[src/rtl/vicPkg.sv]
package vicPkg;
  localparam int NUM_SRC_DEF = 12;
  localparam int VEC_W_DEF   = 4;
  localparam int DATA_W_DEF  = 8;
  localparam int ADDR_W_DEF  = 8;

  // strobes from control to datapath
  typedef struct packed {
    logic ackTake;
    logic wrEnLo;
    logic wrEnHi;
  } vicStrb_t;
endpackage

[src/rtl/vicDatapath.sv]
module vicDatapath
  import vicPkg::*;
#(
  parameter int NUM_SRC = NUM_SRC_DEF,
  parameter int VEC_W   = VEC_W_DEF,
  parameter int DATA_W  = DATA_W_DEF
) (
  input  logic               clk,
  input  logic               rstN,
  input  logic [NUM_SRC-1:0] evtIn,
  input  vicStrb_t           strb,
  input  logic               irqIn,
  input  logic [DATA_W-1:0]  wdata,
  output logic [NUM_SRC-1:0] enMask,
  output logic               senseOut,
  output logic [VEC_W-1:0]   vecOut
);
  localparam int HI_W = NUM_SRC - DATA_W;

  logic [NUM_SRC-1:0] pendQ;
  logic [NUM_SRC-1:0] enQ;
  logic [NUM_SRC-1:0] hitVec;
  logic [VEC_W-1:0]   encVec;
  logic [VEC_W-1:0]   vecQ;
  logic               lockQ;

  assign hitVec   = pendQ & enQ;
  assign senseOut = |hitVec;
  assign enMask   = enQ;

  // fixed priority: lowest index wins
  always_comb begin
    encVec = '0;
    for (int i = NUM_SRC - 1; i >= 0; i--) begin
      if (hitVec[i]) encVec = VEC_W'(i);
    end
  end

  // hold the vector while a request stays up
  assign vecOut = lockQ ? vecQ : encVec;

  always_ff @(posedge clk or negedge rstN) begin
    if (!rstN) begin
      lockQ <= 1'b0;
      vecQ  <= '0;
    end else begin
      lockQ <= irqIn && !strb.ackTake;
      vecQ  <= vecOut;
    end
  end

  // pending latches, one per source; new event beats the clear
  for (genvar g = 0; g < NUM_SRC; g++) begin : gPend
    logic clrHit;
    assign clrHit = strb.ackTake && (vecOut == VEC_W'(g));
    always_ff @(posedge clk or negedge rstN) begin
      if (!rstN) pendQ[g] <= 1'b0;
      else       pendQ[g] <= evtIn[g] | (pendQ[g] & ~clrHit);
    end
  end

  // enable registers
  always_ff @(posedge clk or negedge rstN) begin
    if (!rstN) begin
      enQ <= '0;
    end else begin
      if (strb.wrEnLo) enQ[DATA_W-1:0]       <= wdata;
      if (strb.wrEnHi) enQ[NUM_SRC-1:DATA_W] <= wdata[HI_W-1:0];
    end
  end
endmodule

[src/rtl/vicControl.sv]
module vicControl
  import vicPkg::*;
#(
  parameter int NUM_SRC = NUM_SRC_DEF,
  parameter int DATA_W  = DATA_W_DEF,
  parameter int ADDR_W  = ADDR_W_DEF,
  parameter logic [ADDR_W-1:0] EN_LO_ADDR = 8'h20,
  parameter logic [ADDR_W-1:0] EN_HI_ADDR = 8'h21,
  parameter logic [ADDR_W-1:0] STAT_ADDR  = 8'h22
) (
  input  logic               clk,
  input  logic               rstN,
  input  logic [ADDR_W-1:0]  regAddr,
  input  logic               regWr,
  input  logic               eiStb,
  input  logic               diStb,
  input  logic               retiStb,
  input  logic               ackIn,
  input  logic               senseIn,
  input  logic [NUM_SRC-1:0] enMask,
  output vicStrb_t           strb,
  output logic               irqOut,
  output logic               gieOut,
  output logic [DATA_W-1:0]  rdata
);
  localparam int SENSE_BIT = DATA_W - 1;
  localparam int GIE_BIT   = 2;

  logic gieQ;

  assign gieOut = gieQ;
  assign irqOut = senseIn && gieQ;

  assign strb.ackTake = ackIn && irqOut;
  assign strb.wrEnLo  = regWr && (regAddr == EN_LO_ADDR);
  assign strb.wrEnHi  = regWr && (regAddr == EN_HI_ADDR);

  // clears take precedence over sets
  always_ff @(posedge clk or negedge rstN) begin
    if (!rstN)                           gieQ <= 1'b0;
    else if (strb.ackTake || diStb)      gieQ <= 1'b0;
    else if (eiStb || retiStb)           gieQ <= 1'b1;
  end

  always_comb begin
    rdata = '0;
    if (regAddr == EN_LO_ADDR) begin
      rdata = enMask[DATA_W-1:0];
    end else if (regAddr == EN_HI_ADDR) begin
      rdata = DATA_W'(enMask[NUM_SRC-1:DATA_W]);
    end else if (regAddr == STAT_ADDR) begin
      rdata[SENSE_BIT] = senseIn;
      rdata[GIE_BIT]   = gieQ;
    end
  end
endmodule

[src/rtl/vicTop.sv]
module vicTop
  import vicPkg::*;
#(
  parameter int NUM_SRC = NUM_SRC_DEF,
  parameter int VEC_W   = VEC_W_DEF,
  parameter int DATA_W  = DATA_W_DEF,
  parameter int ADDR_W  = ADDR_W_DEF
) (
  input  logic               clk,
  input  logic               rstN,
  input  logic [NUM_SRC-1:0] evtIn,
  input  logic [ADDR_W-1:0]  regAddr,
  input  logic               regWr,
  input  logic [DATA_W-1:0]  regWdata,
  output logic [DATA_W-1:0]  regRdata,
  input  logic               eiStb,
  input  logic               diStb,
  input  logic               retiStb,
  input  logic               ackIn,
  output logic               irqOut,
  output logic               irqSense,
  output logic               gieOut,
  output logic [VEC_W-1:0]   vecOut
);
  vicStrb_t           strb;
  logic [NUM_SRC-1:0] enMask;

  vicControl #(
    .NUM_SRC(NUM_SRC), .DATA_W(DATA_W), .ADDR_W(ADDR_W)
  ) uCtrl (
    .clk(clk), .rstN(rstN), .regAddr(regAddr), .regWr(regWr),
    .eiStb(eiStb), .diStb(diStb), .retiStb(retiStb), .ackIn(ackIn),
    .senseIn(irqSense), .enMask(enMask), .strb(strb),
    .irqOut(irqOut), .gieOut(gieOut), .rdata(regRdata)
  );

  vicDatapath #(
    .NUM_SRC(NUM_SRC), .VEC_W(VEC_W), .DATA_W(DATA_W)
  ) uDp (
    .clk(clk), .rstN(rstN), .evtIn(evtIn), .strb(strb), .irqIn(irqOut),
    .wdata(regWdata), .enMask(enMask), .senseOut(irqSense), .vecOut(vecOut)
  );
endmodule

[config.mk]
export PLATFORM = sky130hd
export DESIGN_NAME = vicTop
export DESIGN_NICKNAME = d
export VERILOG_FILES = /design/src/rtl/vicPkg.sv /design/src/rtl/vicDatapath.sv /design/src/rtl/vicControl.sv /design/src/rtl/vicTop.sv
export SDC_FILE = /design/constraint.sdc
export NUM_CORES = 1
export LEC_CHECK = 0
export BUFFER_PORTS_ARGS = -buffer_cell sky130_fd_sc_hd__buf_2
export CAP_MARGIN = 10
export CORE_MARGIN = 2
export CORE_UTILIZATION = 35
export CTS_CLUSTER_DIAMETER = 30
export DETAILED_ROUTE_END_ITERATION = 12
export HOLD_SLACK_MARGIN = 0.1
export PLACE_DENSITY_LB_ADDON = 0.25
export SETUP_SLACK_MARGIN = 0.05
export SLEW_MARGIN = 25
export SYNTH_ARGS = -nofsm -noshare
export SYNTH_HDL_FRONTEND = slang
export SYNTH_HIERARCHICAL = 1
export SYNTH_SLANG_ARGS = --single-unit
export TNS_END_PERCENT = 100
[constraint.sdc]
create_clock -name clk -period 2.6 [get_ports clk]
set_clock_uncertainty 0.05 [all_clocks]
set_input_delay 0.39 -clock clk [delete_from_list [all_inputs] [get_ports clk]]
set_output_delay 0.39 -clock clk [all_outputs]
set_load 0.1 [all_outputs]
==> qor.csv <==
metric,value,unit
# rows,24,
Setup TNS,0,ns
RSZ-0062 raised after global routing,no,
"Primary FF master, synth",dfrtp_1,
R2R cell count,6,
DRC Markers,0,
FF+latch area,751,sq um
largest net degree at the start of global routing,31,
CTS Buffer Depth,2,
total I/O pin count,50,
Setup-failing EPs final,0,
#FFs+latches synth,30,
P_leak,0.960,nW
via count,1394,
worst setup path endpoint,vecOut[0],
Synthesis Warnings,6,
PwrDens,688,mW/mm^2
input/output buffers,49,
hold buffer count at cts,0,
Worst Setup SP,uDp/enMask[10],
Overall Global Routing Usage,16.7,%
CP endpoint kind,output pin,
"EDFF count, synth",0,
DIE HEIGHT,72.1,microns
TritonCTS clock tree,done,
clock latency on the worst-skew pair,0.28,ns
max incr delay on CP,0.39,ns
share of cells above drive strength 1,45.6,%
Mapped Nets,184,
reg2reg setup slack,0.55,ns
DR iter-0 viols,118,
maximum fanout along the worst path,7,
Yosys cell types,43,
Starting Density,36.8,%
Async SR Flop Fraction,100,%
Fillers,421,
H-tree Lvls,2,
CORE AREA,0.00441,sq mm
worst-path cell chain,"nand2_1, a32o_1, a32oi_1, a21o_2, inv_1, clkbuf_4",
vias in the first global route,1356,
Critical R2R Launch,uDp/enMask[1],
synthesized area,0.00162,sq mm
first-pass GRT wire length,6760,microns
drt wl/cell,16.0,microns
Hold Crit Class,input port to asynchronous set/reset pin,
RR Endpoint,uDp/pendQ[6],
fin crit share,93.8,%
die width,72.1,microns
"Data arrival, critical path",2.00,ns
Pins Over Slew Limit,0,
total design power,1.45,mW
Clock transition at path regs,0.07,ns
measured slew at the worst slew-check pin,0.672,ns
Synth Area per Inst,10.9,sq um
status,"finished, final reports clean",
Via density,5.40,
CP Data Required Time,2.16,ns
die area,0.00520,sq mm
f_max,410,MHz
Critical Path Source Type,flop,
Final Hold Fails,0,
DRT Pass-1 Iters,4,
Antenna Nets Post-Route,0,
Final nets,240,
Period minus WS final,2.44,ns
total CTS buffers,5,
RD Place Congestion,0.807,
ANT cells,0,
Multi-input gate area,846,sq um
total routed wirelength,4120,microns
VDD IR-drop max,338,uV
Final HPWL DP,3120,microns
"Seq/Total Area, Yosys",46.2,%
Cells after Synth,149,
# clock sinks,30,
Max-slew headroom,55.2,%
area grow syn2layout,29.4,%
WS Path Type,flop to output pin,
global route total overflow,0,
initial antenna violation count,0,
max_cap viols,0,
crit path max-delay cell type,dfrtp_1,
root buffer cell,clkbuf_8,
[worst min path at each step]
| stage | depth (start not counted) | from | endpoint | slack, ns |
|---|---|---|---|---|
| 3_3_place_gp | 1 | rstN | uDp/enMask[3] | 0.42 |
| 5_1_grt | 1 | rstN | uCtrl/gieOut | 0.14 |
| 3_5_place_dp | 1 | rstN | uDp/enMask[3] | 0.42 |
| 4_1_cts | 1 | rstN | uDp/enMask[3] | 0.11 |
| 2_1_floorplan | 0 | rstN | uCtrl/gieOut | 0.04 |
| 6_report | 1 | rstN | uCtrl/gieOut | 0.09 |
[where the power goes]
part	switching, mW	internal [mW]	leakage [nW]	total [mW]
clock network	0.168	0.267	0.0575	0.435
registers	0.0324	0.499	0.349	0.532
logic	0.348	0.131	0.553	0.479
total	0.549	0.897	0.960	1.45
[registers in the layout, summed over array words and instances, names as in the netlist]
signal,flops
uDp/vecQ,4
uDp/lockQ,1
uDp/pendQ,12
uDp/enMask,12
uCtrl/gieOut,1
[kinds of logic (layout without fill, tap and decap cells)]
logic type	after synthesis	in the layout	share of synthesized area [%]
muxes	17	17	11.4
buffers and inverters	14	71	3.39
DFF	30	30	46.2
and+or+nand+nor	53	53	20.6
AOI/OAI and AO/OA	35	35	18.3
[layout make-up]
cell class,instances,area share [%]
Multi-Input combinational cell,105,40.3
Sequential cell,30,35.7
Timing Repair Buffer,52,13.7
Clock buffer,8,5.24
Tap cell,52,3.10
Inverter,11,1.97
[cells in the mapped netlist, types with 2 or more instances]
library cell | number | area, sq um
and2_1 | 2 | 12.5
nor4b_2 | 4 | 60.1
nand3_1 | 2 | 10.0
a31oi_1 | 6 | 37.5
a41oi_1 | 4 | 35.0
mux2i_1 | 5 | 50.1
nand2_1 | 11 | 41.3
a21oi_1 | 2 | 10.0
dfrtp_1 | 30 | 751
a211oi_1 | 2 | 15.0
buf_2 | 2 | 10.0
nor2_1 | 13 | 48.8
a222oi_1 | 2 | 20.0
mux2_2 | 12 | 135
inv_1 | 10 | 37.5
and3_1 | 2 | 12.5
a22oi_1 | 4 | 30.0
nor3_1 | 11 | 55.1
[worst max-delay path: cells and delay by family, from the launching register on]
kind / cells / cell delay, ns
flip-flops: 1 / 0.39
AND/OR/NAND/NOR: 1 / 0.09
buffers and inverters: 2 / 0.35
AO/OA/AOI/OAI: 3 / 0.89
[layer usage]
metal  up-vias  track usage [%]  wire length (microns)
met5         -                0                      0
met4         0             5.03                     34
met3         5             4.03                    241
met2        46             25.2                   1900
met1       666             23.9                   1940
li1        677                -                      -
[stage by stage]
step	hold WS, ns	worst slack, ns	utilization, %	cells	instance area [sq um]
after floorplan	0.0444	-0.814	-	149	1650
after global placement	0.419	0.317	44.7	249	1970
after detailed placement	0.416	0.364	44.7	249	1970
after CTS	0.114	0.119	47.3	257	2090
after global routing	0.144	0.0608	47.6	258	2100
final	0.0901	0.160	47.6	258	2100
[cells in the final DEF, fill, tap and decap left out, drive strengths merged]
master	instances
nor3b	1
a31oi	6
a32o	1
nand4	1
nor2b	2
a221oi	1
nand2	12
nand3	2
nor4	1
and2	2
and3	2
a41oi	4
clkbuf	9
a211oi	3
o21a	1
nor3	11
a22oi	4
a21oi	3
nor2	13
o221a	1
o21ai	3
o2111ai	1
mux2i	5
buf	51
nor4b	4
o211ai	1
a21o	1
mux2	12
a32oi	1
a222oi	2
dfrtp	30
inv	11
a22o	2
nand3b	2
[what timing repair did]
action                     in CTS  in global routing
setup endpoints to repair       1                  4
resized for setup               1                  2
hold endpoints to repair        0                  0
buffers inserted                0                  1
pin swaps                       0                  1
No activity file was read; power rests on OpenSTA's default activity.
